$ cat config.mk
export PLATFORM = sky130hd
export DESIGN_NAME = pca_timebase
export DESIGN_NICKNAME = d
export VERILOG_FILES = /design/src/rtl/pca_timebase_pkg.sv /design/src/rtl/pca_tick_src.sv /design/src/rtl/pca_cnt16.sv /design/src/rtl/pca_flags.sv /design/src/rtl/pca_timebase.sv
export SDC_FILE = /design/constraint.sdc
export NUM_CORES = 1
export LEC_CHECK = 0
export ABC_AREA = 1
export BUFFER_PORTS_ARGS = -buffer_cell sky130_fd_sc_hd__buf_2
export CAP_MARGIN = 40
export CORE_ASPECT_RATIO = 0.75
export CORE_MARGIN = 5
export CORE_UTILIZATION = 38
export DETAILED_ROUTE_END_ITERATION = 6
export PLACE_DENSITY = 0.58
export SLEW_MARGIN = 0
export SYNTH_ARGS = -nofsm -noshare
export SYNTH_HDL_FRONTEND = slang
export SYNTH_SLANG_ARGS = --single-unit
$ cat constraint.sdc
create_clock -name clk -period 1.6 [get_ports clk]
set_clock_uncertainty 0.05 [all_clocks]
set_input_delay 0.16 -clock clk [delete_from_list [all_inputs] [get_ports clk]]
set_output_delay 0.16 -clock clk [all_outputs]
set_load 0.05 [all_outputs]
$ cat src/rtl/pca_timebase_pkg.sv
package pca_timebase_pkg;
  typedef enum logic [1:0] {
    REG_MODE   = 2'd0,
    REG_CTRL   = 2'd1,
    REG_CNT_LO = 2'd2,
    REG_CNT_HI = 2'd3
  } reg_sel_e;

  typedef enum logic [1:0] {
    SRC_DIV_SLOW = 2'd0,
    SRC_DIV_FAST = 2'd1,
    SRC_TIMER    = 2'd2,
    SRC_PIN      = 2'd3
  } src_sel_e;

  localparam int BYTE_W = 8;
endpackage

$ cat src/rtl/pca_tick_src.sv
module pca_tick_src
  import pca_timebase_pkg::*;
#(
  parameter int PRE_SLOW    = 12,
  parameter int PRE_FAST    = 4,
  parameter int SYNC_STAGES = 2
) (
  input  logic     clk,
  input  logic     rst,
  input  src_sel_e sel,
  input  logic     tmr_pulse,
  input  logic     pin_async,
  output logic     tick
);
  localparam int SW = $clog2(PRE_SLOW);
  localparam int FW = $clog2(PRE_FAST);

  logic [SW-1:0] slow_q;
  logic [FW-1:0] fast_q;
  logic          tick_slow, tick_fast;

  assign tick_slow = (slow_q == SW'(PRE_SLOW - 1));
  assign tick_fast = (fast_q == FW'(PRE_FAST - 1));

  always_ff @(posedge clk) begin
    if (rst) begin
      slow_q <= '0;
      fast_q <= '0;
    end else begin
      slow_q <= tick_slow ? '0 : slow_q + SW'(1);
      fast_q <= tick_fast ? '0 : fast_q + FW'(1);
    end
  end

  logic [SYNC_STAGES-1:0] sync_q;
  logic                   pin_prev_q;
  logic                   pin_fall;

  generate
    if (SYNC_STAGES == 1) begin : g_sync1
      always_ff @(posedge clk) begin
        if (rst) sync_q <= '0;
        else     sync_q <= pin_async;
      end
    end else begin : g_syncn
      always_ff @(posedge clk) begin
        if (rst) sync_q <= '0;
        else     sync_q <= {sync_q[SYNC_STAGES-2:0], pin_async};
      end
    end
  endgenerate

  always_ff @(posedge clk) begin
    if (rst) pin_prev_q <= 1'b0;
    else     pin_prev_q <= sync_q[SYNC_STAGES-1];
  end

  assign pin_fall = pin_prev_q & ~sync_q[SYNC_STAGES-1];

  always_comb begin
    case (sel)
      SRC_DIV_SLOW: tick = tick_slow;
      SRC_DIV_FAST: tick = tick_fast;
      SRC_TIMER:    tick = tmr_pulse;
      default:      tick = pin_fall;
    endcase
  end

  // the divided-oscillator ticks never come on back-to-back clocks
  assert_slow_spacing_R3: assert property (@(posedge clk) disable iff (rst)
    tick_slow |=> !tick_slow);
  assert_fast_spacing_R3: assert property (@(posedge clk) disable iff (rst)
    tick_fast |=> !tick_fast);
  // a falling edge of the synchronized pin gives a one-clock pulse
  assert_pin_single_R4: assert property (@(posedge clk) disable iff (rst)
    pin_fall |=> !pin_fall);
endmodule

$ cat src/rtl/pca_cnt16.sv
module pca_cnt16
  import pca_timebase_pkg::*;
#(
  parameter int CNT_W = 16
) (
  input  logic              clk,
  input  logic              rst,
  input  logic              count_en,
  input  logic              wr_lo,
  input  logic              wr_hi,
  input  logic [BYTE_W-1:0] wdata,
  output logic [CNT_W-1:0]  cnt,
  output logic              wrap
);
  localparam int HI_W = CNT_W - BYTE_W;

  logic any_wr;
  assign any_wr = wr_lo | wr_hi;
  assign wrap   = count_en & (&cnt) & ~any_wr;

  always_ff @(posedge clk) begin
    if (rst) begin
      cnt <= '0;
    end else if (any_wr) begin
      if (wr_lo) cnt[BYTE_W-1:0]     <= wdata;
      if (wr_hi) cnt[CNT_W-1:BYTE_W] <= wdata[HI_W-1:0];
    end else if (count_en) begin
      cnt <= cnt + CNT_W'(1);
    end
  end

  // a count steps the value by one, wrapping at the top
  assert_step_R7: assert property (@(posedge clk) disable iff (rst)
    (count_en && !any_wr) |=> cnt == $past(cnt) + CNT_W'(1));
  // without a count or a write the value is held
  assert_hold_R5: assert property (@(posedge clk) disable iff (rst)
    (!count_en && !any_wr) |=> $stable(cnt));
  // a wrap lands on zero
  assert_wrap_zero_R7: assert property (@(posedge clk) disable iff (rst)
    wrap |=> cnt == '0);
endmodule

$ cat src/rtl/pca_flags.sv
module pca_flags #(
  parameter int NMOD = 5
) (
  input  logic            clk,
  input  logic            rst,
  input  logic            wr_ctrl,
  input  logic            wr_ovf,
  input  logic            wr_run,
  input  logic [NMOD-1:0] wr_mflag,
  input  logic            wrap,
  input  logic [NMOD-1:0] hit,
  output logic            ovf,
  output logic            ovf_d,
  output logic            run,
  output logic [NMOD-1:0] mflag
);
  // hardware set has priority over a software clear
  assign ovf_d = wrap | (wr_ctrl ? wr_ovf : ovf);

  always_ff @(posedge clk) begin
    if (rst) begin
      ovf <= 1'b0;
      run <= 1'b0;
    end else begin
      ovf <= ovf_d;
      if (wr_ctrl) run <= wr_run;
    end
  end

  generate
    for (genvar i = 0; i < NMOD; i++) begin : g_mflag
      always_ff @(posedge clk) begin
        if (rst)          mflag[i] <= 1'b0;
        else if (hit[i])  mflag[i] <= 1'b1;
        else if (wr_ctrl) mflag[i] <= mflag[i] & wr_mflag[i];
      end

      // hit sets the flag, and only a write can drop it
      assert_mflag_set_R10: assert property (@(posedge clk) disable iff (rst)
        hit[i] |=> mflag[i]);
      assert_mflag_sticky_R10: assert property (@(posedge clk) disable iff (rst)
        (mflag[i] && !wr_ctrl) |=> mflag[i]);
    end
  endgenerate

  // ovf is sticky and a wrap always leaves it set
  assert_ovf_sticky_R8: assert property (@(posedge clk) disable iff (rst)
    (ovf && !wr_ctrl) |=> ovf);
  assert_ovf_wrap_R8: assert property (@(posedge clk) disable iff (rst)
    wrap |=> ovf);
endmodule

$ cat src/rtl/pca_timebase.sv
module pca_timebase
  import pca_timebase_pkg::*;
#(
  parameter int CNT_W       = 16,
  parameter int NMOD        = 5,
  parameter int PRE_SLOW    = 12,
  parameter int PRE_FAST    = 4,
  parameter int SYNC_STAGES = 2
) (
  input  logic            clk,
  input  logic            rst,
  input  logic [1:0]      bus_addr,
  input  logic            bus_wr,
  input  logic [7:0]      bus_wdata,
  output logic [7:0]      bus_rdata,
  input  logic            idle_mode,
  input  logic            t0_ovf,
  input  logic            ext_pin,
  input  logic [NMOD-1:0] mod_hit,
  output logic            irq,
  output logic            wdog_en
);
  reg_sel_e sel;
  assign sel = reg_sel_e'(bus_addr);

  logic wr_mode, wr_ctrl, wr_lo, wr_hi, cnt_wr;
  assign wr_mode = bus_wr && (sel == REG_MODE);
  assign wr_ctrl = bus_wr && (sel == REG_CTRL);
  assign wr_lo   = bus_wr && (sel == REG_CNT_LO);
  assign wr_hi   = bus_wr && (sel == REG_CNT_HI);
  assign cnt_wr  = wr_lo | wr_hi;

  // mode register
  logic     idle_gate_q, ecf_q, ecf_d;
  src_sel_e src_q;

  assign ecf_d = wr_mode ? bus_wdata[0] : ecf_q;

  always_ff @(posedge clk) begin
    if (rst) begin
      idle_gate_q <= 1'b0;
      wdog_en     <= 1'b0;
      src_q       <= SRC_DIV_SLOW;
      ecf_q       <= 1'b0;
    end else if (wr_mode) begin
      idle_gate_q <= bus_wdata[7];
      wdog_en     <= bus_wdata[6];
      src_q       <= src_sel_e'(bus_wdata[2:1]);
      ecf_q       <= bus_wdata[0];
    end
  end

  // count pulse selection
  logic tick;
  pca_tick_src #(
    .PRE_SLOW   (PRE_SLOW),
    .PRE_FAST   (PRE_FAST),
    .SYNC_STAGES(SYNC_STAGES)
  ) u_tick (
    .clk      (clk),
    .rst      (rst),
    .sel      (src_q),
    .tmr_pulse(t0_ovf),
    .pin_async(ext_pin),
    .tick     (tick)
  );

  logic run, ovf, ovf_d, wrap, count_en;
  logic [NMOD-1:0]  mflag;
  logic [CNT_W-1:0] cnt;

  assign count_en = run & tick & ~(idle_gate_q & idle_mode);

  pca_cnt16 #(.CNT_W(CNT_W)) u_cnt (
    .clk     (clk),
    .rst     (rst),
    .count_en(count_en),
    .wr_lo   (wr_lo),
    .wr_hi   (wr_hi),
    .wdata   (bus_wdata),
    .cnt     (cnt),
    .wrap    (wrap)
  );

  pca_flags #(.NMOD(NMOD)) u_flags (
    .clk     (clk),
    .rst     (rst),
    .wr_ctrl (wr_ctrl),
    .wr_ovf  (bus_wdata[7]),
    .wr_run  (bus_wdata[6]),
    .wr_mflag(bus_wdata[NMOD-1:0]),
    .wrap    (wrap),
    .hit     (mod_hit),
    .ovf     (ovf),
    .ovf_d   (ovf_d),
    .run     (run),
    .mflag   (mflag)
  );

  // registered interrupt, built from next-state values so it tracks the flags
  always_ff @(posedge clk) begin
    if (rst) irq <= 1'b0;
    else     irq <= ovf_d & ecf_d;
  end

  // registered read port
  always_ff @(posedge clk) begin
    if (rst) begin
      bus_rdata <= '0;
    end else begin
      case (sel)
        REG_MODE:   bus_rdata <= {idle_gate_q, wdog_en, 3'b000, src_q, ecf_q};
        REG_CTRL:   bus_rdata <= {ovf, run, 1'b0, mflag};
        REG_CNT_LO: bus_rdata <= cnt[7:0];
        default:    bus_rdata <= cnt[CNT_W-1:8];
      endcase
    end
  end

  // interrupt mirrors the flag and its enable
  assert_irq_match_R9: assert property (@(posedge clk) disable iff (rst)
    irq == (ovf & ecf_q));
  // stopped counter does not move
  assert_run_gate_R5: assert property (@(posedge clk) disable iff (rst)
    (!run && !cnt_wr) |=> $stable(cnt));
  // gated idle freezes the counter
  assert_idle_gate_R6: assert property (@(posedge clk) disable iff (rst)
    (idle_gate_q && idle_mode && !cnt_wr) |=> $stable(cnt));
  // reserved bits of the read port stay zero
  assert_reserved_zero_R2: assert property (@(posedge clk) disable iff (rst)
    $past(sel == REG_MODE) |-> bus_rdata[5:3] == 3'b000);
endmodule

# After elaboration in Yosys (flattened, before gate mapping)
# Index checks and enable logic that the tools add are counted.
[totals]
in_bits = 21
ff_bits = 46
[op_classes]
bitwise = 17
n_addsub = 3
n_eq_ne = 9
n_reduce_logical = 17
mux = 18
[ops]
columns = ["cell", "n"]
rows = [
  ["16-bit two-way mux", 2],
  ["8-bit one-hot mux with 3 select lines", 1],
  ["16-bit by 1-bit adder with 16-bit output (second input constant)", 1],
  ["8-bit two-way mux", 2],
  ["16-bit AND reduction", 1],
  ["1-bit AND", 12],
  ["1-bit two-way mux", 12],
  ["2-bit nonzero test", 6],
  ["2-bit == test (second input constant)", 4],
  ["4-bit by 1-bit adder with 4-bit output (second input constant)", 1],
  ["2-bit by 1-bit == test with 1-bit output (second input constant)", 2],
  ["4-bit == test (second input constant)", 1],
  ["1-bit logical AND", 4],
  ["2-bit zero test", 2],
  ["2-bit by 1-bit inequality test with 1-bit output (second input constant)", 2],
  ["2-bit AND reduction", 2],
  ["2-bit OR reduction", 2],
  ["1-bit NOT", 3],
  ["1-bit one-hot mux with 3 select lines", 1],
  ["2-bit by 1-bit adder with 2-bit output (second input constant)", 1],
  ["1-bit bitwise OR", 2],
]

# Depth between registers and ports, before layout
# Gate-level depths: netlist (run 1).
[depth]
depth_word = 9
ltp_mapped = 10
mapped_depth_nobuf = 10

# Hierarchy
# A second synthesis (run 1) with hierarchy kept.
[hier_totals]
cells_unflattened = 370
hier_area_um2 = 2482.4
[modules_own_cells]
columns = ["mod", "cells_each", "area_each_um2", "n_inst"]
rows = [
  ["pca_cnt16", 174, 1079.8, 1],
  ["pca_timebase", 107, 730.7, 1],
  ["pca_tick_src", 44, 371.6, 1],
  ["pca_flags", 45, 300.3, 1],
]

# Least setup slack after synthesis (run 1)
# Ideal clock, no wire load.
[synth_timing]
kind = "reg2reg"
from = "register u_cnt.cnt[0]"
to = "register u_flags.ovf"
stages_incl_launch_ff = 8
n_path_buf = 0
arrival_time_ns = 1.308
required_time_ns = 1.480
slack_ns = 0.172
synth_period_minus_slack_ns = 1.428
cell_sequence = "dfxtp_1 > ha_1 > nand2_1 > nor2_2 > nand3_1 > nor3_1 > nand3_1 > a21oi_1"
[synth_between]
elab_chain_cells = 4
[synth_rtl]
columns = ["element", "line_no", "rtl"]
rows = [
  ["start, declared", "pca_cnt16.sv:12", "output logic [CNT_W-1:0] cnt,"],
  ["start signal, assigned by index", "pca_cnt16.sv:25", "if (wr_lo) cnt[BYTE_W-1:0] <= wdata;"],
  ["start signal, assigned by index", "pca_cnt16.sv:26", "if (wr_hi) cnt[CNT_W-1:BYTE_W] <= wdata[HI_W-1:0];"],
  ["start signal, assigned", "pca_cnt16.sv:28", "cnt <= cnt + CNT_W'(1);"],
  ["16-bit AND reduction", "pca_cnt16.sv:19", "assign wrap = count_en & (&cnt) & ~any_wr;"],
  ["1-bit AND (2 in series)", "pca_cnt16.sv:19", ""],
  ["1-bit bitwise OR", "pca_flags.sv:18", "assign ovf_d = wrap | (wr_ctrl ? wr_ovf : ovf);"],
  ["end signal, assigned", "pca_flags.sv:25", "ovf <= ovf_d;"],
  ["end, declared", "pca_flags.sv:12", "output logic ovf,"],
]
# No other way between the ends.
# A chain may end at the register's enable or synchronous reset.

# Final worst setup path (run 1)
[layout_timing]
from = "register u_tick.slow_q[0]"
to = "register u_cnt.cnt[13]"
[layout_between]
elab_chain_cells = 6
[layout_rtl]
columns = ["element", "line_no", "rtl"]
rows = [
  ["start, declared", "pca_tick_src.sv:18", "logic [SW-1:0] slow_q;"],
  ["start signal, assigned", "pca_tick_src.sv:30", "slow_q <= tick_slow ? '0 : slow_q + SW'(1);"],
  ["4-bit == test", "pca_tick_src.sv:22", "assign tick_slow = (slow_q == SW'(PRE_SLOW - 1));"],
  ["1-bit one-hot mux with 3 select lines", "pca_tick_src.sv:61", "case (sel)"],
  ["1-bit AND (2 in series)", "pca_timebase.sv:72", "assign count_en = run & tick & ~(idle_gate_q & idle_mode);"],
  ["2-bit nonzero test (no source line)", "--", ""],
  ["2-bit AND reduction (no source line)", "--", ""],
]
# No other way between the ends.

==> impl_results.html, run 1 <==
<table>
<tr><th>Metric</th><th>Value</th></tr>
<tr><th colspan="2">Die</th></tr>
<tr><td>Die outline width</td><td>103 µm</td></tr>
<tr><td>Initial core utilization</td><td>roughly two fifths</td></tr>
<tr><td>Height of the die</td><td>79.4 µm</td></tr>
<tr><td>Site Rows</td><td>25</td></tr>
<tr><td>I/O pin count</td><td>31</td></tr>
<tr><td>Die Area</td><td>~8000 µm²</td></tr>
<tr><td>Core outline area</td><td>6290 µm²</td></tr>
<tr><th colspan="2">GRT</th></tr>
<tr><td>Met2 Usage GRT</td><td>a little under a quarter</td></tr>
<tr><td>Grt met1 use</td><td>27.2%</td></tr>
<tr><td>Total grt overflow</td><td>0</td></tr>
<tr><td>M3 GR Usage</td><td>between 3 and 4%</td></tr>
<tr><td>Largest net degree at the start of global routing</td><td>14</td></tr>
<tr><td>Antenna violations before repair</td><td>0</td></tr>
<tr><td>Most Crowded Layer GR</td><td>met1</td></tr>
<tr><td>Number of global-route vias before repair</td><td>2151</td></tr>
<tr><td>Wire length of the first global-routing pass</td><td>~11000 µm</td></tr>
<tr><td>Total track usage</td><td>between 15 and 20%</td></tr>
<tr><th colspan="2">Routing</th></tr>
<tr><td>First-iteration detailed-routing DRC count</td><td>134</td></tr>
<tr><td>Detailed-routing iteration count for the pre-antenna-repair pass</td><td>4</td></tr>
<tr><td>Via density per instance</td><td>4.89</td></tr>
<tr><td>Overall routed net length</td><td>between 6000 and 7000 µm</td></tr>
<tr><td>DR vias</td><td>approximately 2400</td></tr>
<tr><td>Antenna-violating nets left</td><td>0</td></tr>
<tr><td>Wire length per cell after detailed routing</td><td>between 10 and 15 µm</td></tr>
<tr><td>Residual DRC</td><td>0</td></tr>
<tr><th colspan="2">Yosys</th></tr>
<tr><td>Dominant synthesized flop cell</td><td>dfxtp_1</td></tr>
<tr><td>Register area share after synthesis</td><td>37.7%</td></tr>
<tr><td>Post-synthesis area per instance</td><td>6.77 µm²</td></tr>
<tr><td>Gate count after technology mapping</td><td>about 360</td></tr>
<tr><td>Fraction of synthesis flops using an asynchronous set or reset pin</td><td>0%</td></tr>
<tr><td>Synthesized flop and latch total</td><td>46</td></tr>
<tr><td>Yosys warns</td><td>0</td></tr>
<tr><td>Post-synth top area cell</td><td>dfxtp_1</td></tr>
<tr><td>Synth area leaders</td><td>dfxtp_1, nand2_1, nor2_1, inv_1, o21ai_0</td></tr>
<tr><td>Nets in the synthesized netlist</td><td>between 300 and 400</td></tr>
<tr><td>Number of enable-type register cells in the synthesized netlist</td><td>0</td></tr>
<tr><td>Synth Cell Area</td><td>between 2000 and 2500 µm²</td></tr>
<tr><td>Portion of synthesized cell area occupied by the leading cell type</td><td>roughly 38%</td></tr>
<tr><td>Synth cell types</td><td>34</td></tr>
<tr><th colspan="2">STA</th></tr>
<tr><td>Slew at the pin closest to its max-slew limit</td><td>around 330 ps</td></tr>
<tr><td>Setup repair after global routing missed its margin</td><td>yes</td></tr>
<tr><td>Maximum achievable frequency</td><td>about 660 MHz</td></tr>
<tr><td>Setup TNS after final layout</td><td>0 ps</td></tr>
<tr><td>Worst slew margin relative to its limit</td><td>roughly four fifths</td></tr>
<tr><td>Hold Violations, Final</td><td>0</td></tr>
<tr><td>Number of max-slew violations in the final report</td><td>0</td></tr>
<tr><td>Worst Slack Setup Final</td><td>around 89 ps</td></tr>
<tr><td>Fin crit period</td><td>roughly 1500 ps</td></tr>
<tr><td>Final count of negative-setup-slack endpoints</td><td>0</td></tr>
<tr><td>Tcrit/Tclk final</td><td>94.4%</td></tr>
<tr><th colspan="2">Setup path</th></tr>
<tr><td>Maximum net fanout on the critical path</td><td>7</td></tr>
<tr><td>Critical path start-end classification</td><td>flip-flop to flip-flop</td></tr>
<tr><td>Launch instance of the worst register-to-register path</td><td>u_tick.slow_q[0]$_SDFF_PP0_</td></tr>
<tr><td>First element of the critical path</td><td>u_tick.slow_q[0]$_SDFF_PP0_</td></tr>
<tr><td>Worst Setup Start Kind</td><td>flip-flop</td></tr>
<tr><td>Data required time at the worst endpoint</td><td>roughly 1800 ps</td></tr>
<tr><td>Data arrival time of the critical path</td><td>around 1700 ps</td></tr>
<tr><td>Element type at the critical path end</td><td>flip-flop</td></tr>
<tr><th colspan="2">Place</th></tr>
<tr><td>Final weighted congestion in routability-driven placement</td><td>just under 0.9</td></tr>
<tr><td>Placed cell area</td><td>2760 µm²</td></tr>
<tr><td>Final HPWL DP</td><td>~5400 µm</td></tr>
<tr><td>Minimum setup slack after placement</td><td>approximately 33 ps</td></tr>
<tr><td>Number of buffer cells added on primary ports</td><td>30</td></tr>
<tr><th colspan="2">Pwr</th></tr>
<tr><td>Power spent charging and discharging nets</td><td>between 0.6 and 0.7 mW</td></tr>
<tr><td>Power consumption</td><td>around 2.3 mW</td></tr>
<tr><td>Relative contribution of the clock network to total power</td><td>29.9%</td></tr>
<tr><td>Maximum ir drop on the vdd rail</td><td>about 0.00043 V</td></tr>
<tr><td>Cell Int Power</td><td>1.68 mW</td></tr>
<tr><td>Leakage power of the design</td><td>1.38 nW</td></tr>
<tr><td>Combinational fraction of design power</td><td>16.3%</td></tr>
<tr><td>Net Sw Frac</td><td>approximately 28%</td></tr>
<tr><td>Register share of total power</td><td>a little over half</td></tr>
<tr><td>Power density relative to cell area</td><td>805 nW/µm²</td></tr>
<tr><th colspan="2">Layout</th></tr>
<tr><td>Area overhead of the layout relative to synthesis</td><td>19.2%</td></tr>
<tr><td>Fraction of final layout cells sized beyond drive strength 1</td><td>20.8%</td></tr>
<tr><td>Fillers</td><td>around 650</td></tr>
<tr><td>Net count of the finished layout</td><td>434</td></tr>
<tr><td>Cell area after layout</td><td>between 2000 and 3000 µm²</td></tr>
<tr><td>Number of antenna cells inserted</td><td>0</td></tr>
<tr><td>Combined area of the multi-input logic cells</td><td>about 1300 µm²</td></tr>
<tr><td>Sequential standard cell area</td><td>928 µm²</td></tr>
<tr><th colspan="2">Run</th></tr>
<tr><td>Reported max-cap violation count</td><td>0</td></tr>
<tr><th colspan="2">CTS</th></tr>
<tr><td>TritonCTS clock tree</td><td>done</td></tr>
<tr><td>Total number of H-tree levels</td><td>2</td></tr>
<tr><td>Clock network latency to the later pin of the worst-skew pair</td><td>300 ps</td></tr>
<tr><td>Number of clock sinks</td><td>46</td></tr>
<tr><td>Register clock-pin slew on the reported worst setup and hold paths</td><td>roughly 90 ps</td></tr>
<tr><td>Deepest clock path buffer count</td><td>2</td></tr>
<tr><td>Clock root buffer</td><td>clkbuf_8</td></tr>
<tr><td>Cts bufs inserted</td><td>5</td></tr>
<tr><th colspan="2">Status</th></tr>
<tr><td>Status</td><td>completed</td></tr>
<tr><th colspan="2">Min path</th></tr>
<tr><td>Type of the worst min-delay path</td><td>primary input to flip-flop</td></tr>
<tr><td>Beginning of the worst hold path</td><td>ext_pin</td></tr>
</table>
[worst max-delay path, cell delays in order, from the launching register on]
cell and delay (ps):
dfxtp_1 370, ha_2 210, nand4_1 90, nand2_1 110, nand3_4 160, nand2_8 150, buf_4 120, nand2_2 40
nor2_2 90, nor2_2 30
[logic make-up after synthesis]
family	share of synthesized area [%]
mux	0.410
simple gates	34.9
buf+inv	9.73
flops	37.7
fa+ha+maj	1.54
compound gates	14.3
xor+xnor	1.43
[synthesized netlist by cell type, types with 2 or more instances]
cell type,number
dfxtp_1,46
nand4_1,5
nor2_2,5
a21oi_1,18
inv_2,3
o211ai_1,2
ha_1,3
nand3_1,23
o21bai_2,5
xor2_1,3
nand2_2,3
clkbuf_1,3
o2111ai_1,2
nand2_4,3
nor3_1,2
o21ai_1,5
nand2_1,83
o21ai_0,24
nor2_1,57
nand3_4,2
inv_1,50
nor2_4,2
[routing by layer]
metal | vias up | part of all wire (%)
li1 | 1242 | -
met1 | 1063 | 50
met2 | 79 | 41
met3 | 11 | 8.1
met4 | 0 | 1.3
met5 | - | 0
[metrics by stage]
stage / instances / hold WS, ps / utilization (%)
global placement: 480 / 316 / 43.9
CTS: 486 / 11.8 / 45.2
finish: 490 / 20.8 / 46.3
detailed placement: 480 / 322 / 43.9
floorplan: 361 / 217 / -
global route: 490 / 22.3 / 46.3
[sequential cells by signal, indices dropped and copies added (netlist names), 2 cells and up]
name and cells:
u_cnt.cnt 16, u_tick.fast_q 2, u_tick.slow_q 4, src_q 2, bus_rdata 8, u_tick.sync_q 2, u_flags.mflag 5
[power by group through the flow]
stage	combinational (mW)	clock, mW	sequential, mW
after global routing	0.428	0.772	1.27
after detailed placement	0.371	0	1.29
after global placement	0.371	0	1.28
after CTS	0.372	0.725	1.26
final	0.383	0.702	1.26
after floorplan	0.213	0	1.31
[final timing paths]
path                                      end  cells after the start  slack [ps]
setup / recovery   u_cnt.cnt[13]$_SDFFE_PP0P_                      9          90
hold / removal    u_tick.sync_q[0]$_SDFF_PP0_                      3          20
setup reg to reg   u_cnt.cnt[13]$_SDFFE_PP0P_                      9          90
hold reg to reg   u_tick.sync_q[1]$_SDFF_PP0_                      2         360
[final cells by class]
cell class	count	share of cell area, %
clock buffer	6	2.84
timing repair buffer	47	9.66
tap	81	3.48
multi-input combinational	257	45.3
sequential	46	31.9
inverter	53	6.83
[cells in the final DEF, fill, tap and decap left out, types with 2 or more instances in the layout]
| cell type | count |
|---|---|
| buf_4 | 16 |
| a21oi_1 | 18 |
| nor2_1 | 56 |
| clkbuf_8 | 6 |
| dfxtp_4 | 2 |
| o21ai_0 | 24 |
| inv_2 | 3 |
| o21bai_2 | 5 |
| buf_2 | 30 |
| nor2_4 | 3 |
| nand3_1 | 23 |
| inv_1 | 50 |
| ha_2 | 2 |
| nand2_1 | 82 |
| o211ai_1 | 2 |
| nand3_4 | 2 |
| nor2_2 | 5 |
| dfxtp_1 | 44 |
| nor3_1 | 2 |
| xor2_1 | 3 |
| nand2_2 | 4 |
| nand4_1 | 5 |
| o2111ai_1 | 2 |
| o21ai_1 | 5 |
| nand2_4 | 3 |
[repair_timing]
| item | CTS | global route |
|---|---|---|
| resized for setup | 0 | 11 |
| setup endpoints to repair | 0 | 11 |
| hold buffers | 0 | 0 |
| buffers inserted | 0 | 3 |
Note: power is estimated with default switching activity, not from simulation.
==> run 2, diff against run 1 <==
--- a/config.mk
+++ b/config.mk
@@ -12,7 +12,8 @@
 export CORE_MARGIN = 5
 export CORE_UTILIZATION = 38
 export DETAILED_ROUTE_END_ITERATION = 6
-export PLACE_DENSITY = 0.58
+export PLACE_DENSITY = 0.63
+export SKIP_CTS_REPAIR_TIMING = 1
 export SLEW_MARGIN = 0
 export SYNTH_ARGS = -nofsm -noshare
 export SYNTH_HDL_FRONTEND = slang
==> run 2 against run 1 <==
Worst setup slack worse by 0.79 ps; routed wire length down 0.55%; die area unchanged; non-clock buffer count down 1; count of clock-buffer cells in the layout down 1; sequential power about the same; combinational power up 1%; register-to-register slack about the same; first-iteration DRC count up 94%; via count up 3.0%; global-route usage down 0.13 points; total power up 8.2%; critical path type unchanged; critical endpoint unchanged.
==> impl_results.html, run 2 (same netlist as run 1, synthesis figures left out) <==
<table>
<tr><th>Metric</th><th>Value</th></tr>
<tr><th colspan="2">Routing</th></tr>
<tr><td>M1 WL</td><td>3460 µm (+0.70%)</td></tr>
<tr><td>Top metal layer carrying routed signals</td><td>met4</td></tr>
<tr><td>DR vias</td><td>2466 (+3.0%)</td></tr>
<tr><td>Wire length per cell after detailed routing</td><td>14.0 µm (-0.75%)</td></tr>
<tr><td>Residual DRC</td><td>0 (unchanged)</td></tr>
<tr><td>WL met2</td><td>2730 µm (-2.7%)</td></tr>
<tr><td>Via density per instance</td><td>5.02 (+2.8%)</td></tr>
<tr><td>Overall routed net length</td><td>6860 µm (-0.55%)</td></tr>
<tr><td>First-iteration detailed-routing DRC count</td><td>260 (+94%)</td></tr>
<tr><td>Met3 routed WL</td><td>596 µm (+6.4%)</td></tr>
<tr><td>Detailed-routing iteration count for the pre-antenna-repair pass</td><td>5 (+1)</td></tr>
<tr><td>Antenna-violating nets left</td><td>0 (unchanged)</td></tr>
<tr><th colspan="2">Setup path</th></tr>
<tr><td>Register-to-register setup slack</td><td>90 ps (about the same)</td></tr>
<tr><td>Total buffers and inverters traversed by the critical path</td><td>1 (unchanged)</td></tr>
<tr><td>Maximum net fanout on the critical path</td><td>7 (unchanged)</td></tr>
<tr><td>Kind of cell with the highest combined delay on the critical path</td><td>simple AND/OR/NAND/NOR gates</td></tr>
<tr><td>Element type at the critical path end</td><td>flip-flop</td></tr>
<tr><td>Critical path's most frequent cell</td><td>nor2_2</td></tr>
<tr><td>RR Endpoint</td><td>u_cnt.cnt[13]$_SDFFE_PP0P_</td></tr>
<tr><td>Cell-by-cell trace of the critical path</td><td>ha_4 -&gt; nand4_1 -&gt; nand2_1 -&gt; nand3_4 -&gt; nand2_8 -&gt; buf_4 -&gt; nand2_2 -&gt; nor2_2 -&gt; nor2_2</td></tr>
<tr><td>Data required time at the worst endpoint</td><td>1760 ps (about the same)</td></tr>
<tr><td>Path depth of the worst reg2reg path</td><td>9 (unchanged)</td></tr>
<tr><td>Critical path start-end classification</td><td>flip-flop to flip-flop</td></tr>
<tr><td>Launch instance of the worst register-to-register path</td><td>u_tick.slow_q[0]$_SDFF_PP0_</td></tr>
<tr><td>Highest cell delay on the worst timing path</td><td>370 ps (about the same)</td></tr>
<tr><td>Cell at the slowest stage of the critical path</td><td>dfxtp_2</td></tr>
<tr><td>Worst Setup Start Kind</td><td>flip-flop</td></tr>
<tr><td>Data arrival time of the critical path</td><td>1670 ps (about the same)</td></tr>
<tr><th colspan="2">Layout</th></tr>
<tr><td>Area overhead of the layout relative to synthesis</td><td>22.7%</td></tr>
<tr><td>Fraction of final layout cells sized beyond drive strength 1</td><td>22.9% (+2.1 points)</td></tr>
<tr><td>Post-route insts no fill</td><td>491 (+0.20%)</td></tr>
<tr><td>Largest register by flop count</td><td>u_cnt.cnt</td></tr>
<tr><td>Final core utilization</td><td>47.7% (+1.4 points)</td></tr>
<tr><td>Commonest cells after routing, fill and taps aside</td><td>nand2_1, nor2_1, inv_1</td></tr>
<tr><td>Number of antenna cells inserted</td><td>0 (unchanged)</td></tr>
<tr><td>Net count of the finished layout</td><td>433 (-0.23%)</td></tr>
<tr><td>Flip-flop count of the largest register, all copies and words added</td><td>16 (unchanged)</td></tr>
<tr><td>Top flop regs</td><td>u_cnt.cnt: 16 flops, bus_rdata: 8 flops, u_flags.mflag: 5 flops</td></tr>
<tr><td>Most common library cell in the layout ignoring fill and taps</td><td>nand2_1</td></tr>
<tr><th colspan="2">STA</th></tr>
<tr><td>Final count of negative-setup-slack endpoints</td><td>0 (unchanged)</td></tr>
<tr><td>Worst slack on hold paths</td><td>34.7 ps (+14.0 ps)</td></tr>
<tr><td>Tcrit/Tclk final</td><td>94.5% (about the same)</td></tr>
<tr><td>Setup TNS after final layout</td><td>0 ps (unchanged)</td></tr>
<tr><td>Maximum achievable frequency</td><td>662 MHz (about the same)</td></tr>
<tr><td>Worst slew margin relative to its limit</td><td>79.8% (+1.8 points)</td></tr>
<tr><td>Number of max-slew violations in the final report</td><td>0 (unchanged)</td></tr>
<tr><td>Slew at the pin closest to its max-slew limit</td><td>299 ps (-29.5 ps)</td></tr>
<tr><td>Fin crit period</td><td>1510 ps (+0.794 ps)</td></tr>
<tr><td>Hold Violations, Final</td><td>0 (unchanged)</td></tr>
<tr><th colspan="2">CTS</th></tr>
<tr><td>Deepest clock path buffer count</td><td>2 (unchanged)</td></tr>
<tr><td>Register clock-pin slew on the reported worst setup and hold paths</td><td>90 ps (about the same)</td></tr>
<tr><td>Number of clock sinks</td><td>46 (unchanged)</td></tr>
<tr><td>Total number of H-tree levels</td><td>2 (unchanged)</td></tr>
<tr><td>Clock network latency to the later pin of the worst-skew pair</td><td>300 ps (about the same)</td></tr>
<tr><td>Clock root buffer</td><td>clkbuf_8</td></tr>
<tr><td>TritonCTS clock tree</td><td>done</td></tr>
<tr><td>Cts bufs inserted</td><td>5 (unchanged)</td></tr>
<tr><th colspan="2">Pwr</th></tr>
<tr><td>Power consumption</td><td>2.54 mW (+8.2%)</td></tr>
<tr><td>Maximum ir drop on the vdd rail</td><td>0.000406 V (-5.3%)</td></tr>
<tr><td>Leakage power of the design</td><td>1.40 nW (+1.5%)</td></tr>
<tr><td>Power density relative to cell area</td><td>846 nW/µm² (+5.1%)</td></tr>
<tr><th colspan="2">Die</th></tr>
<tr><td>Initial core utilization</td><td>38.9% (unchanged)</td></tr>
<tr><td>Die outline width</td><td>103 µm (unchanged)</td></tr>
<tr><td>I/O pin count</td><td>31 (unchanged)</td></tr>
<tr><td>Site Rows</td><td>25 (unchanged)</td></tr>
<tr><td>Height of the die</td><td>79.4 µm (unchanged)</td></tr>
<tr><td>Die Area</td><td>8150 µm² (unchanged)</td></tr>
<tr><td>Core outline area</td><td>6290 µm² (unchanged)</td></tr>
<tr><th colspan="2">Min path</th></tr>
<tr><td>Instance count along the most critical hold path</td><td>3 (unchanged)</td></tr>
<tr><td>Type of the worst min-delay path</td><td>primary input to flip-flop</td></tr>
<tr><td>Beginning of the worst hold path</td><td>mod_hit[0]</td></tr>
<tr><td>Worst Hold Endpoint</td><td>u_flags.mflag[0]$_SDFFE_PP0P_</td></tr>
<tr><th colspan="2">Place</th></tr>
<tr><td>Number of buffer cells added on primary ports</td><td>30 (unchanged)</td></tr>
<tr><td>Cells after DPL</td><td>475 (-1.0%)</td></tr>
<tr><td>Final weighted congestion in routability-driven placement</td><td>0.935 (+4.5%)</td></tr>
<tr><td>Final HPWL DP</td><td>5100 µm (-5.2%)</td></tr>
<tr><th colspan="2">Run</th></tr>
<tr><td>Reported max-cap violation count</td><td>0 (unchanged)</td></tr>
<tr><th colspan="2">GRT</th></tr>
<tr><td>Wire length of the first global-routing pass</td><td>10900 µm (-0.44%)</td></tr>
<tr><td>Total track usage</td><td>17.2% (-0.13 points)</td></tr>
<tr><td>Largest net degree at the start of global routing</td><td>17 (+3)</td></tr>
<tr><td>Total grt overflow</td><td>0 (unchanged)</td></tr>
<tr><td>Antenna violations before repair</td><td>0 (unchanged)</td></tr>
<tr><td>Number of global-route vias before repair</td><td>2141 (-0.46%)</td></tr>
<tr><th colspan="2">Status</th></tr>
<tr><td>Status</td><td>completed</td></tr>
</table>
[run 2: cell count changes in the layout (fill, tap and decap cells not counted), sizes merged]
cell         delta
buf             -2
bufinv          +1
clkbuf          -1
clkinvlp        +2
dlygate4sd3     +1
[run 2: how the worst max path moves through the flow]
stage                           startpoint                         end  slack (ps)  depth (start not counted)
2_1_floorplan    u_cnt.cnt[0]$_SDFFE_PP0P_      u_flags.ovf$_SDFF_PP0_         170                          7
4_1_cts          u_cnt.cnt[0]$_SDFFE_PP0P_              irq$_SDFF_PP0_           6                          7
3_5_place_dp   u_tick.slow_q[0]$_SDFF_PP0_  u_cnt.cnt[10]$_SDFFE_PP0P_          50                          8
3_3_place_gp     u_cnt.cnt[1]$_SDFFE_PP0P_              irq$_SDFF_PP0_          70                          7
6_report       u_tick.slow_q[0]$_SDFF_PP0_  u_cnt.cnt[13]$_SDFFE_PP0P_          90                          9
5_1_grt          u_cnt.cnt[2]$_SDFFE_PP0P_  u_cnt.cnt[13]$_SDFFE_PP0P_         -20                          6
[run 2: area by class of cell]
type | count | area [µm²]
Clock buffer | 5 | 68.8
Sequential cell | 46 | 931
Inverter | 53 | 199
Clock inverter | 3 | 45.0
Tap cell | 81 | 101
Timing Repair Buffer | 46 | 273
Multi-Input combinational cell | 257 | 1380
Fill cell | 629 | 3290
[run 2: where the power goes]
group / switching, mW / internal [mW]
sequential: 0.0603 / 1.21
clock: 0.415 / 0.465
combinational: 0.246 / 0.142
[run 2: per-stage QoR]
stage	setup WS (ps)	area, µm²
finish	88.3	3000
global route	-19.9	3000
CTS	6.28	2840
detailed placement	52.2	2720
global placement	73.0	2720
floorplan	172	2440
[run 2: layer usage]
metal,vias up,global-route usage [%]
met3,8,4.10
met5,-,0
li1,1239,-
met4,0,4.72
met1,1124,27.1
met2,95,22.7
[run 2: worst min-delay path, cell delays in order]
cell     delay, ps
buf_2           90
inv_1           40
a21oi_1         50
==> run 3, diff against run 2 <==
==> constraint.sdc (replaced) <==
create_clock -name clk -period 1.4 [get_ports clk]
set_clock_uncertainty 0.05 [all_clocks]
set_input_delay 0.14 -clock clk [delete_from_list [all_inputs] [get_ports clk]]
set_output_delay 0.14 -clock clk [all_outputs]
set_load 0.05 [all_outputs]
==> run 3 against run 2 <==
The flow now finishes with violations (setup timing); sequential cell count is the same; cell count up 4.5%; register-to-register slack lost 140 ps; non-clock buffer count rose by 22; worst setup slack worse by 140 ps; combinational power increased by 31%; die area did not move; critical path depth is 1 lower; critical path type unchanged; largest cell class unchanged.
==> impl_results.html, run 3 (same netlist as run 1, synthesis figures left out) <==
<table>
<tr><th>Metric</th><th>Value</th></tr>
<tr><th colspan="2">STA</th></tr>
<tr><td>Tcrit/Tclk final</td><td>104% (+9.2 points)</td></tr>
<tr><td>Number of max-slew violations in the final report</td><td>0 (unchanged)</td></tr>
<tr><td>Worst slew margin relative to its limit</td><td>77.5% (-2.3 points)</td></tr>
<tr><td>Final count of negative-setup-slack endpoints</td><td>13 (+13)</td></tr>
<tr><td>Hold Violations, Final</td><td>0 (unchanged)</td></tr>
<tr><td>Slew at the pin closest to its max-slew limit</td><td>337 ps (+37.1 ps)</td></tr>
<tr><td>Maximum achievable frequency</td><td>689 MHz (+4.2%)</td></tr>
<tr><td>Fin crit period</td><td>1450 ps (-60.8 ps)</td></tr>
<tr><td>Worst slack on hold paths</td><td>3.65 ps (-31.1 ps)</td></tr>
<tr><td>Worst Slack Setup Final</td><td>-50.9 ps (-139 ps)</td></tr>
<tr><td>Setup repair after global routing missed its margin</td><td>yes</td></tr>
<tr><th colspan="2">CTS</th></tr>
<tr><td>Clock network latency to the later pin of the worst-skew pair</td><td>310 ps (about the same)</td></tr>
<tr><td>Register clock-pin slew on the reported worst setup and hold paths</td><td>100 ps (about the same)</td></tr>
<tr><td>TritonCTS clock tree</td><td>done</td></tr>
<tr><td>Clock root buffer</td><td>clkbuf_8</td></tr>
<tr><td>Total number of H-tree levels</td><td>2 (unchanged)</td></tr>
<tr><td>Deepest clock path buffer count</td><td>2 (unchanged)</td></tr>
<tr><td>Cts bufs inserted</td><td>5 (unchanged)</td></tr>
<tr><td>Number of clock sinks</td><td>46 (unchanged)</td></tr>
<tr><th colspan="2">Routing</th></tr>
<tr><td>Residual DRC</td><td>0 (unchanged)</td></tr>
<tr><td>Wire length per cell after detailed routing</td><td>14.1 µm (+1.1%)</td></tr>
<tr><td>Detailed-routing iteration count for the pre-antenna-repair pass</td><td>6 (+1)</td></tr>
<tr><td>First-iteration detailed-routing DRC count</td><td>206 (-21%)</td></tr>
<tr><td>Antenna-violating nets left</td><td>0 (unchanged)</td></tr>
<tr><td>DR vias</td><td>2544 (+3.2%)</td></tr>
<tr><td>Via density per instance</td><td>4.96 (-1.3%)</td></tr>
<tr><td>Overall routed net length</td><td>7250 µm (+5.7%)</td></tr>
<tr><th colspan="2">Layout</th></tr>
<tr><td>Most common library cell in the layout ignoring fill and taps</td><td>nand2_1</td></tr>
<tr><td>Top flop regs</td><td>u_cnt.cnt: 16 flops, bus_rdata: 8 flops, u_flags.mflag: 5 flops</td></tr>
<tr><td>Flip-flop count of the largest register, all copies and words added</td><td>16 (unchanged)</td></tr>
<tr><td>Area overhead of the layout relative to synthesis</td><td>29.0%</td></tr>
<tr><td>Net count of the finished layout</td><td>455 (+5.1%)</td></tr>
<tr><td>Post-route insts no fill</td><td>513 (+4.5%)</td></tr>
<tr><td>Largest register by flop count</td><td>u_cnt.cnt</td></tr>
<tr><td>Fraction of final layout cells sized beyond drive strength 1</td><td>28.9% (+6.0 points)</td></tr>
<tr><td>Number of antenna cells inserted</td><td>0 (unchanged)</td></tr>
<tr><td>Commonest cells after routing, fill and taps aside</td><td>nand2_1, nor2_1, inv_1</td></tr>
<tr><th colspan="2">Min path</th></tr>
<tr><td>Type of the worst min-delay path</td><td>primary input to flip-flop</td></tr>
<tr><td>Beginning of the worst hold path</td><td>mod_hit[1]</td></tr>
<tr><td>Instance count along the most critical hold path</td><td>3 (unchanged)</td></tr>
<tr><td>Worst Hold Endpoint</td><td>u_flags.mflag[1]$_SDFFE_PP0P_</td></tr>
<tr><th colspan="2">Setup path</th></tr>
<tr><td>Data required time at the worst endpoint</td><td>1550 ps (-210 ps)</td></tr>
<tr><td>Total buffers and inverters traversed by the critical path</td><td>1 (unchanged)</td></tr>
<tr><td>Kind of cell with the highest combined delay on the critical path</td><td>simple AND/OR/NAND/NOR gates</td></tr>
<tr><td>Register-to-register setup slack</td><td>-50 ps (-140 ps)</td></tr>
<tr><td>Cell-by-cell trace of the critical path</td><td>ha_4 -&gt; nand4_1 -&gt; nand2_1 -&gt; nand3_4 -&gt; nand2_8 -&gt; inv_4 -&gt; nor2_2 -&gt; nor2_1</td></tr>
<tr><td>Critical path start-end classification</td><td>flip-flop to flip-flop</td></tr>
<tr><td>Launch instance of the worst register-to-register path</td><td>u_tick.slow_q[1]$_SDFF_PP0_</td></tr>
<tr><td>Maximum net fanout on the critical path</td><td>7 (unchanged)</td></tr>
<tr><td>Element type at the critical path end</td><td>flip-flop</td></tr>
<tr><td>Path depth of the worst reg2reg path</td><td>8 (-1)</td></tr>
<tr><td>Highest cell delay on the worst timing path</td><td>370 ps (about the same)</td></tr>
<tr><td>Cell at the slowest stage of the critical path</td><td>dfxtp_2</td></tr>
<tr><td>RR Endpoint</td><td>u_cnt.cnt[10]$_SDFFE_PP0P_</td></tr>
<tr><td>Data arrival time of the critical path</td><td>1600 ps (-70 ps)</td></tr>
<tr><td>Worst Setup Start Kind</td><td>flip-flop</td></tr>
<tr><th colspan="2">Pwr</th></tr>
<tr><td>Power consumption</td><td>2.81 mW (+11%)</td></tr>
<tr><td>Maximum ir drop on the vdd rail</td><td>0.000467 V (+15%)</td></tr>
<tr><td>Power density relative to cell area</td><td>891 nW/µm² (+5.3%)</td></tr>
<tr><td>Leakage power of the design</td><td>1.49 nW (+6.7%)</td></tr>
<tr><td>Combinational fraction of design power</td><td>18.0% (+2.7 points)</td></tr>
<tr><td>Register share of total power</td><td>51.4% (+1.4 points)</td></tr>
<tr><td>Net Sw Frac</td><td>30.8% (+2.4 points)</td></tr>
<tr><td>Relative contribution of the clock network to total power</td><td>30.6% (-4.1 points)</td></tr>
<tr><td>Cell Int Power</td><td>1.94 mW (+7.0%)</td></tr>
<tr><td>Power spent charging and discharging nets</td><td>0.865 mW (+20%)</td></tr>
<tr><th colspan="2">Die</th></tr>
<tr><td>Height of the die</td><td>79.4 µm (unchanged)</td></tr>
<tr><td>Die outline width</td><td>103 µm (unchanged)</td></tr>
<tr><td>Core outline area</td><td>6290 µm² (unchanged)</td></tr>
<tr><td>Site Rows</td><td>25 (unchanged)</td></tr>
<tr><td>Die Area</td><td>8150 µm² (unchanged)</td></tr>
<tr><td>Initial core utilization</td><td>38.9% (unchanged)</td></tr>
<tr><td>I/O pin count</td><td>31 (unchanged)</td></tr>
<tr><th colspan="2">Place</th></tr>
<tr><td>Final weighted congestion in routability-driven placement</td><td>0.930 (-0.52%)</td></tr>
<tr><td>Final HPWL DP</td><td>5660 µm (+11%)</td></tr>
<tr><td>Cells after DPL</td><td>502 (+5.7%)</td></tr>
<tr><td>Number of buffer cells added on primary ports</td><td>30 (unchanged)</td></tr>
<tr><th colspan="2">GRT</th></tr>
<tr><td>Wire length of the first global-routing pass</td><td>11800 µm (+8.6%)</td></tr>
<tr><td>Total grt overflow</td><td>0 (unchanged)</td></tr>
<tr><td>Antenna violations before repair</td><td>0 (unchanged)</td></tr>
<tr><td>Number of global-route vias before repair</td><td>2423 (+13%)</td></tr>
<tr><td>Total track usage</td><td>18.7% (+1.4 points)</td></tr>
<tr><td>Largest net degree at the start of global routing</td><td>17 (unchanged)</td></tr>
<tr><th colspan="2">Status</th></tr>
<tr><td>Status</td><td>finished, violations left</td></tr>
<tr><td>Failing checks</td><td>setup timing</td></tr>
<tr><th colspan="2">Run</th></tr>
<tr><td>Reported max-cap violation count</td><td>0 (unchanged)</td></tr>
</table>
-- run 3: cell count changes in the layout (fill, tap and decap cells not counted), moves of 2 or more --
cell,before,now
dfxtp_2,2,7
inv_6,0,3
clkinvlp_4,2,0
dfxtp_4,2,0
nor2_1,56,51
buf_4,15,37
dfxtp_1,42,39
inv_2,4,2
nor2_2,5,10
-- run 3: per-layer routing --
metal / GRT usage [%] / share of wire [%] / vias to the layer above
li1: - / - / 1287
met1: 28.1 / 52 / 1158
met2: 26.7 / 41 / 88
met3: 3.32 / 6.2 / 11
met4: 5.77 / 1.5 / 0
met5: 0 / 0 / -
-- run 3: how the worst max path moves through the flow --
stage | from | end | slack (ps) | cells past startpoint
6_report | u_tick.slow_q[1]$_SDFF_PP0_ | u_cnt.cnt[10]$_SDFFE_PP0P_ | -50 | 8
5_1_grt | u_tick.slow_q[1]$_SDFF_PP0_ | u_cnt.cnt[9]$_SDFFE_PP0P_ | -130 | 8
4_1_cts | u_tick.slow_q[0]$_SDFF_PP0_ | u_cnt.cnt[10]$_SDFFE_PP0P_ | -140 | 8
3_5_place_dp | u_tick.slow_q[0]$_SDFF_PP0_ | u_cnt.cnt[10]$_SDFFE_PP0P_ | -110 | 8
3_3_place_gp | u_tick.slow_q[0]$_SDFF_PP0_ | u_cnt.cnt[10]$_SDFFE_PP0P_ | -70 | 8
2_1_floorplan | u_cnt.cnt[0]$_SDFFE_PP0P_ | u_flags.ovf$_SDFF_PP0_ | 20 | 7
-- run 3: power groups by stage --
stage	Sequential, mW	Clock (mW)	Combinational (mW)
CTS	1.43	0.874	0.476
floorplan	1.49	0	0.244
detailed placement	1.46	0	0.474
finish	1.44	0.859	0.506
global placement	1.46	0	0.465
global route	1.45	0.926	0.565
-- run 3: per-stage QoR --
| step | utilization (%) | cell area (µm²) | setup TNS [ps] | worst slack [ps] |
|---|---|---|---|---|
| 2_1_floorplan | - | 2450 | 0 | 17.1 |
| 5_1_grt | 50.1 | 3150 | -1700 | -132 |
| 3_5_place_dp | 46.6 | 2930 | -751 | -109 |
| 3_3_place_gp | 46.6 | 2930 | -327 | -71.2 |
| 4_1_cts | 48.1 | 3020 | -1250 | -141 |
| 6_report | 50.1 | 3150 | -341 | -50.9 |
-- run 3: final cells by class --
cell class	instances	area, µm²
multi-input combinational	257	1390
sequential	46	930
clock buffer	5	68.8
fill	630	3130
tap	81	101
inverter	53	206
timing repair buffer	68	438
clock inverter	3	22.5
-- run 3: tightest hold or removal path, delay by kind of cell --
kind / cells / cell delay (ps)
compound gates: 1 / 50
buf+inv: 2 / 130
